`config.mk`:
```
export PLATFORM = sky130hd
export DESIGN_NAME = idx_dot_mac
export DESIGN_NICKNAME = d
export VERILOG_FILES = /design/src/rtl/idx_dot_pkg.sv /design/src/rtl/idx_dot_bsel.sv /design/src/rtl/idx_dot_lane.sv /design/src/rtl/idx_dot_oreg.sv /design/src/rtl/idx_dot_mac.sv
export SDC_FILE = /design/constraint.sdc
export NUM_CORES = 2
export LEC_CHECK = 0
export BUFFER_PORTS_ARGS = -buffer_cell sky130_fd_sc_hd__buf_2
export CORE_AREA = 2 2 406 408
export DETAILED_ROUTE_END_ITERATION = 12
export DIE_AREA = 0 0 408 410
export PLACE_DENSITY = 0.47
export SYNTH_ARGS = -nofsm -noshare
export SYNTH_HDL_FRONTEND = slang
export SYNTH_SLANG_ARGS = --single-unit
```
`constraint.sdc`:
```
create_clock -name clk -period 6.5 [get_ports clk]
set_clock_uncertainty 0.1 [all_clocks]
set_input_delay 1.3 -clock clk [delete_from_list [all_inputs] [get_ports clk]]
set_output_delay 1.3 -clock clk [all_outputs]
set_load 0.02 [all_outputs]
```
`src/rtl/idx_dot_pkg.sv`:
```
package idx_dot_pkg;
  localparam int BYTE_W   = 8;
  localparam int LANE_W   = 32;
  localparam int SEG_W    = 128;
  localparam int SEG_BYTES = SEG_W / BYTE_W;
  localparam int LANES_PER_SEG = SEG_W / LANE_W;
  localparam int PROD_W   = 2 * BYTE_W + 1;
  localparam int IDX_W    = $clog2(SEG_BYTES);
  localparam int SLICE_W  = $clog2(LANE_W / BYTE_W);

  typedef logic [BYTE_W-1:0]  byte_t;
  typedef logic [LANE_W-1:0]  lane_t;
  typedef logic [IDX_W-1:0]   idx_t;
  typedef logic [SLICE_W-1:0] slice_t;

  // widen a signed product of PROD_W bits to a lane
  function automatic lane_t widen_prod(input logic [PROD_W-1:0] p);
    return {{(LANE_W-PROD_W){p[PROD_W-1]}}, p};
  endfunction
endpackage

```
`src/rtl/idx_dot_bsel.sv`:
```
// Picks one byte of a 128-bit segment by index; the result is shared by
// every lane of that segment.
module idx_dot_bsel
  import idx_dot_pkg::*;
(
  input  logic [SEG_W-1:0] seg_in,
  input  idx_t             idx,
  output byte_t            pick
);
  byte_t bytes [SEG_BYTES];

  for (genvar k = 0; k < SEG_BYTES; k++) begin : g_split
    assign bytes[k] = seg_in[k*BYTE_W +: BYTE_W];
  end

  always_comb begin
    pick = '0;
    for (int k = 0; k < SEG_BYTES; k++) begin
      if (idx == idx_t'(k)) pick = bytes[k];
    end
  end
endmodule

```
`src/rtl/idx_dot_lane.sv`:
```
// One 32-bit lane: signed slice byte times unsigned broadcast byte, added
// to the accumulator lane with wrap-around.
module idx_dot_lane
  import idx_dot_pkg::*;
(
  input  lane_t  a_word,
  input  slice_t slice,
  input  byte_t  b_byte,
  input  lane_t  acc,
  output lane_t  sum
);
  byte_t                    a_byte;
  logic signed [PROD_W-1:0] a_ext;
  logic signed [PROD_W-1:0] b_ext;
  logic signed [PROD_W-1:0] prod;

  always_comb begin
    a_byte = '0;
    for (int s = 0; s < LANE_W / BYTE_W; s++) begin
      if (slice == slice_t'(s)) a_byte = a_word[s*BYTE_W +: BYTE_W];
    end
  end

  // both factors fit in PROD_W signed bits and so does the product
  assign a_ext = {{(PROD_W-BYTE_W){a_byte[BYTE_W-1]}}, a_byte};
  assign b_ext = {{(PROD_W-BYTE_W){1'b0}}, b_byte};
  assign prod  = a_ext * b_ext;
  assign sum   = acc + widen_prod(prod);
endmodule

```
`src/rtl/idx_dot_oreg.sv`:
```
// Single-entry output register with valid/ready on both sides.
module idx_dot_oreg #(
  parameter int W = 256
) (
  input  logic         clk,
  input  logic         rst_n,
  input  logic         up_valid,
  output logic         up_ready,
  input  logic [W-1:0] up_data,
  output logic         dn_valid,
  input  logic         dn_ready,
  output logic [W-1:0] dn_data
);
  assign up_ready = !dn_valid || dn_ready;

  always_ff @(posedge clk or negedge rst_n) begin
    if (!rst_n) dn_valid <= 1'b0;
    else if (up_ready) dn_valid <= up_valid;
  end

  always_ff @(posedge clk) begin
    if (up_valid && up_ready) dn_data <= up_data;
  end
endmodule

```
`src/rtl/idx_dot_mac.sv`:
```
module idx_dot_mac
  import idx_dot_pkg::*;
#(
  parameter int VLEN = 256
) (
  input  logic            clk,
  input  logic            rst_n,
  input  logic            in_valid,
  output logic            in_ready,
  input  logic [VLEN-1:0] src_a,
  input  logic [VLEN-1:0] src_b,
  input  logic [3:0]      elem_idx,
  input  logic [1:0]      slice_sel,
  input  logic [VLEN-1:0] acc_in,
  output logic            out_valid,
  input  logic            out_ready,
  output logic [VLEN-1:0] acc_out
);
  localparam int NSEG  = VLEN / SEG_W;
  localparam int NLANE = VLEN / LANE_W;

  if (VLEN % SEG_W != 0 || VLEN < SEG_W) begin : g_bad_len
    $error("VLEN must be a positive multiple of 128");
  end

  byte_t           seg_pick [NSEG];
  logic [VLEN-1:0] row_next;

  for (genvar g = 0; g < NSEG; g++) begin : g_seg
    idx_dot_bsel u_bsel (
      .seg_in (src_b[g*SEG_W +: SEG_W]),
      .idx    (elem_idx),
      .pick   (seg_pick[g])
    );
  end

  for (genvar e = 0; e < NLANE; e++) begin : g_lane
    idx_dot_lane u_lane (
      .a_word (src_a[e*LANE_W +: LANE_W]),
      .slice  (slice_sel),
      .b_byte (seg_pick[e / LANES_PER_SEG]),
      .acc    (acc_in[e*LANE_W +: LANE_W]),
      .sum    (row_next[e*LANE_W +: LANE_W])
    );
  end

  idx_dot_oreg #(.W(VLEN)) u_oreg (
    .clk      (clk),
    .rst_n    (rst_n),
    .up_valid (in_valid),
    .up_ready (in_ready),
    .up_data  (row_next),
    .dn_valid (out_valid),
    .dn_ready (out_ready),
    .dn_data  (acc_out)
  );
endmodule

```
# Yosys cells after proc, flatten, opt, wreduce, memory -nomap -nowiden
# Cells that the tools add are included.
# totals
ff_bits	257
latch_bits	0
mem_bits_rw	0
mem_bits_ro	0
inputBits	778
n_memories	0
# classes
n_addsub	8
mul	8
div_mod_pow	0
magnitude_cmp	0
n_eq_ne	18
shift	0
mux	64
bitwise	0
n_reduce_logical	5
# ops
operator	count
8-bit two-way mux	64
32-bit adder	8
8-bit by 9-bit multiplier with 17-bit output	8
4-bit == test (second input constant)	8
4-bit by 3-bit == test with 1-bit output (second input constant)	4
4-bit by 2-bit == test with 1-bit output (second input constant)	2
2-bit == test (second input constant)	2
4-bit by 1-bit == test with 1-bit output (second input constant)	1
4-bit logical NOT	1
2-bit by 1-bit == test with 1-bit output (second input constant)	1
2-bit logical NOT	1
1-bit logical AND	1
1-bit logical NOT	1
1-bit logical OR	1

# Logic depth before layout (Yosys ltp)
# logic_depth
depth_word	19
ltp_mapped	41
ltp_nobuf	37

# Modules after synthesis
# Synthesis repeated with hierarchy kept, for this count alone.
# unflattened
cells_unflattened	4660
hier_area_um2	42983.7
# by_module_without_submodules
module	instances	cells_each	area_per_inst_um2	seq_area_each_um2
idx_dot_lane (g_lane[4].u_lane ...)	3	514	4101.4	0.0
idx_dot_lane (g_lane[0].u_lane ...)	2	489	3996.3	0.0
idx_dot_oreg	1	260	7741.2	7712.4
idx_dot_lane (g_lane[3].u_lane)	1	538	4262.8	0.0
idx_dot_lane (g_lane[7].u_lane)	1	505	4105.2	0.0
idx_dot_lane (g_lane[2].u_lane)	1	459	3890.0	0.0
idx_dot_bsel	2	189	1343.8	0.0

# Worst setup path after synthesis
# OpenSTA, ideal clock, no wires.
# synth_timing
kind	input to register
from	input port elem_idx[1]
to	register u_oreg.dn_data[92], data pin
arrival_time_ns	9.717
required_time_ns	6.141
setup_slack_ns	-3.576
stages	33
n_path_buf	5
path_cell_list	clkbuf_1 buf_1 clkbuf_1 buf_1 a32oi_1 o211ai_1 a2bb2oi_1 clkbuf_1 nand2_1 fa_1 fa_1 inv_1 fa_1 inv_1 fa_1 inv_1 ha_1 o21ai_0 nor2_1 nor4_1 nor3_1 a41o_1 o41ai_1 xnor2_1 ha_1 a21o_1 a21o_1 a21oi_1 or3b_2 a211o_1 a21o_1 a21oi_1 xnor2_1
# synth_via
elab_chain_cells	19
word_cells_on_any_way	34
classes_between	1 x add/sub; 1 x mul; 15 x eq/ne; 16 x mux; 1 x reduce/logical
# synth_lines
element	line_no	source
from (decl)	idx_dot_mac.sv:12	input logic [3:0] elem_idx,
4-bit logical NOT	idx_dot_bsel.sv:19	if (idx == idx_t'(k)) pick = bytes[k];
8-bit two-way mux (15 in a row)	idx_dot_bsel.sv:19	
8-bit two-way mux *	idx_dot_bsel.sv:19	
8-bit by 9-bit multiplier with 17-bit output *	idx_dot_lane.sv:27	assign prod = a_ext * b_ext;
32-bit adder *	idx_dot_lane.sv:28	assign sum = acc + widen_prod(prod);
net g_lane[2].u_lane.sum[28]	idx_dot_lane.sv:10	output lane_t sum
to (signal assigned)	idx_dot_oreg.sv:22	if (up_valid && up_ready) dn_data <= up_data;
to (decl)	idx_dot_oreg.sv:12	output logic [W-1:0] dn_data
# The timed path passes the listed nets; every way through them passes the cells marked *.
# A chain may end at the register's enable or synchronous reset.

# Worst setup path after layout
# layout_timing
from	input port elem_idx[0]
to	register u_oreg.dn_data[186], data pin
# layout_via
elab_chain_cells	19
word_cells_on_any_way	34
classes_between	1 x add/sub; 1 x mul; 15 x eq/ne; 16 x mux; 1 x reduce/logical
# layout_lines
element	line_no
4-bit logical NOT	idx_dot_bsel.sv:19
8-bit two-way mux (15 in a row)	idx_dot_bsel.sv:19
8-bit two-way mux *	idx_dot_bsel.sv:19
8-bit by 9-bit multiplier with 17-bit output *	idx_dot_lane.sv:27
32-bit adder *	idx_dot_lane.sv:28
net g_lane[5].u_lane.sum[26]	idx_dot_lane.sv:10
# Marks and branches as above.

==> impl_metrics.env <==
export IMPL_status="finished with violations"
export IMPL_violations="negative setup slack"
export IMPL_dieWidth_microns=408
export IMPL_r2r_end="u_oreg.dn_data[113]$_DFFE_PP_"
export IMPL_cts_buffer_depth=3
export IMPL_synth_warnings=0
export IMPL_core_area_sq_mm=0.163
export IMPL_critPathMaxStageDelay_ns=0.55
export IMPL_synth_edf_count=256
export IMPL_setup_viol=200
export IMPL_die_area_sq_mm=0.167
export IMPL_wire_per_inst_microns=19.6
export IMPL_rsz0062_at_grt="true"
export IMPL_power_switching_share_pct=44.3
export IMPL_cts_buffers=38
export IMPL_worst_path_buf_inv=11
export IMPL_postCtsHoldBufs=0
export IMPL_fin_setup_tns_ns=-287.05
export IMPL_r2r_setup_slack_ns=4.28
export IMPL_cp_end_kind="flip-flop"
export IMPL_clk_latency_ns=0.58
export IMPL_num_nets_final=8256
export IMPL_fmax_ghz=0.116
export IMPL_grt_pass1_vias=42000
export IMPL_synth_top_area_share_pct=18.9
export IMPL_p_comb_share_pct=86.3
export IMPL_wl_microns=173000
export IMPL_syn_area_sq_mm=0.0406
export IMPL_top_level_ports=1036
export IMPL_p_switching_mw=20.2
export IMPL_startpoint="elem_idx[0]"
export IMPL_p_per_area_mw_per_mm2=715
export IMPL_finalCriticalPeriod_ns=8.64
export IMPL_ant_nets=0
export IMPL_cts_root_buffer_cell="clkbuf_16"
export IMPL_yosys_area_top_type="edfxtp_1"
export IMPL_routed_via_density=4.61
export IMPL_grt_first_pass_wirelength_microns=252000
export IMPL_drcViolationCount=0
export IMPL_globalplace_congestion=0.968
export IMPL_hold_class="in2async"
export IMPL_regToRegStartpoint="u_oreg.dn_valid$_DFFE_PN0N_"
export IMPL_syn_nets=6043
export IMPL_worstPathMaxFanout=6
export IMPL_io_buffers=1035
export IMPL_numClockSinks=257
export IMPL_synthTopCellsByArea="edfxtp_1, ha_1, fa_1"
export IMPL_num_rows=149
export IMPL_p_leak_nw=30.8
export IMPL_worstMarginPinSlew_ns=0.829
export IMPL_gr_total_overflow=0
export IMPL_worst_endpoint_required_ns=6.76
export IMPL_path_class="in2reg"
export IMPL_drv_slew=0
export IMPL_start_util_pct=24.8
export IMPL_hold_ws_ns=0.382
export IMPL_async_reset_ff_share_pct=0.389
export IMPL_h_tree_depth=2
export IMPL_nFillCells=16600
export IMPL_cp_slowest_cell="fa_1"
export IMPL_critPathTopFamily="compound AO/OA/AOI/OAI gates"
export IMPL_reg2reg_depth=3
export IMPL_postLayoutSetupSlackWorst_ns=-2.14
export IMPL_internal_power_mw=25.4
export IMPL_cp_start_kind="input port"
export IMPL_cts_tree="yes"
export IMPL_grt_antenna_before_repair=53
export IMPL_maxCapViolCount=0
export IMPL_max_slew_margin_pct=44.5
export IMPL_drive_gt1_share_pct=46.1
export IMPL_dr_total_vias=40600
export IMPL_dp_hpwl_microns=147000
export IMPL_netlist_instances=4353
export IMPL_timing_final_crit_share_pct=133
export IMPL_path_clk_slew_ns=0.05
export IMPL_die_h_microns=410
export IMPL_grt_usage_pct=19.8
export IMPL_arrival_ns=8.90
export IMPL_drt_iter0_drc=1864
export IMPL_p_seq_share_pct=8.9
export IMPL_hold_viol_final=0
export IMPL_synth_cell_types=80
export IMPL_ir_drop_mv=0.530
export IMPL_drt_pass1_iter_count=5
export IMPL_power_share_clock_pct=4.9
export IMPL_synth_ff_type="edfxtp_1"
export IMPL_syn_to_final_growth_pct=56.8
export IMPL_grt_max_degree=87
export IMPL_dp_slack_ns=-3.20
export IMPL_synth_seq_area_share_pct=19.0
export IMPL_ys_ff_latch=257
export IMPL_syn_avg_cell_area_sq_um=9.33
## power groups by stage
stage / Sequential (mW) / Clock (mW) / Combinational, mW
after floorplan: 4.91 / 0 / 20.1
after global placement: 4.07 / 0 / 35.8
after detailed placement: 4.07 / 0 / 36.0
after CTS: 4.05 / 2.32 / 37.1
after global routing: 4.10 / 2.36 / 43.5
final: 4.04 / 2.22 / 39.3
## synth_stat cells (all sizes together), types with 10 or more instances
cell type,n
a22oi,14
and3,37
mux4,61
o41ai,12
inv,530
nand3,66
mux2,28
and2,253
ha,608
o21bai,51
a21oi,273
clkbuf,92
a221oi,10
edfxtp,256
or2,13
nand2b,49
o21ai,160
a21boi,12
mux2i,43
nand4,15
o21a,49
a311oi,11
a31oi,25
nor3,59
o22ai,15
a211oi,24
a21o,135
xnor2,234
fa,304
o2111ai,13
nor2b,99
nor2,277
buf,13
o211ai,14
xor2,88
nand2,274
## flip-flops by register name, indices dropped and copies added, names as in the netlist
register         flops
u_oreg.dn_valid      1
u_oreg.dn_data     256
## routing by layer
layer	vias to the layer above	share of wire [%]	GRT usage, %
met5	-	0.093	0
met4	28	3.0	5.43
met3	225	5.3	3.18
met2	1039	49	35.3
met1	19700	42	24.5
li1	19600	-	-
## cells in the final DEF (no fill, tap or decap), types with 157 or more instances in the layout
cell      netlist  layout
buf_2           1    1030
ha_1          608     506
xnor2_1       234     216
edfxtp_1      256     256
buf_4           0    1118
inv_1         530     473
nor2_1        277     243
and2_1        253     237
fa_1          304     288
nand2_1       274     251
a21oi_1       273     157
## stage by stage
stage	cells	utilization [%]	cell area [sq um]	power, mW
final	8813	39.0	63700	45.5
after global routing	8797	38.9	63700	50.0
after CTS	8682	37.2	60800	43.4
after detailed placement	8591	35.8	58600	40.1
after global placement	8591	35.8	58600	39.9
after floorplan	4353	-	42500	25.0
## worst register-to-register path, cell delays in order (launching register included)
cell	delay, ns
dfrtp_1	0.37
nand2b_1	0.11
and2_4	0.58
buf_12	0.43
## cells by family (layout without fill, tap and decap cells)
kind of cell | Yosys count | in the layout | share of synthesized area (%)
flops | 257 | 257 | 19.0
buf+inv | 636 | 2874 | 5.88
other cells | 0 | 30 | 0
fa+ha+maj | 912 | 912 | 33.7
xor+xnor | 323 | 324 | 7.00
mux | 132 | 132 | 5.22
compound gates | 916 | 918 | 14.7
simple gates | 1177 | 1177 | 14.5
## repair_timing
item | 4_1_cts | 5_1_grt
setup buffers | 20 | 103
gates resized for setup | 150 | 425
cloned | 3 | 11
pin swaps | 79 | 265
setup endpoints to repair | 202 | 203
## worst max-delay path by stage
stage / to / slack, ns / depth (start not counted)
after global placement: u_oreg.dn_data[254]$_DFFE_PP_ / -3.19 / 33
after detailed placement: u_oreg.dn_data[254]$_DFFE_PP_ / -3.20 / 33
final: u_oreg.dn_data[186]$_DFFE_PP_ / -2.14 / 39
after floorplan: u_oreg.dn_data[92]$_DFFE_PP_ / -2.28 / 35
after global routing: u_oreg.dn_data[186]$_DFFE_PP_ / -2.44 / 39
after CTS: u_oreg.dn_data[253]$_DFFE_PP_ / -2.04 / 45
## layout make-up
type,count,area [sq um],share of cell area [%]
inverter,531,2000,3.13
multi-input combinational,3463,34300,53.9
clock buffer,45,977,1.53
sequential,257,7710,12.1
clock inverter,23,285,0.448
timing repair buffer,2275,15600,24.5
antenna,30,75.1,0.118
tap,2189,2740,4.30
(Power assumes the default switching activity.)
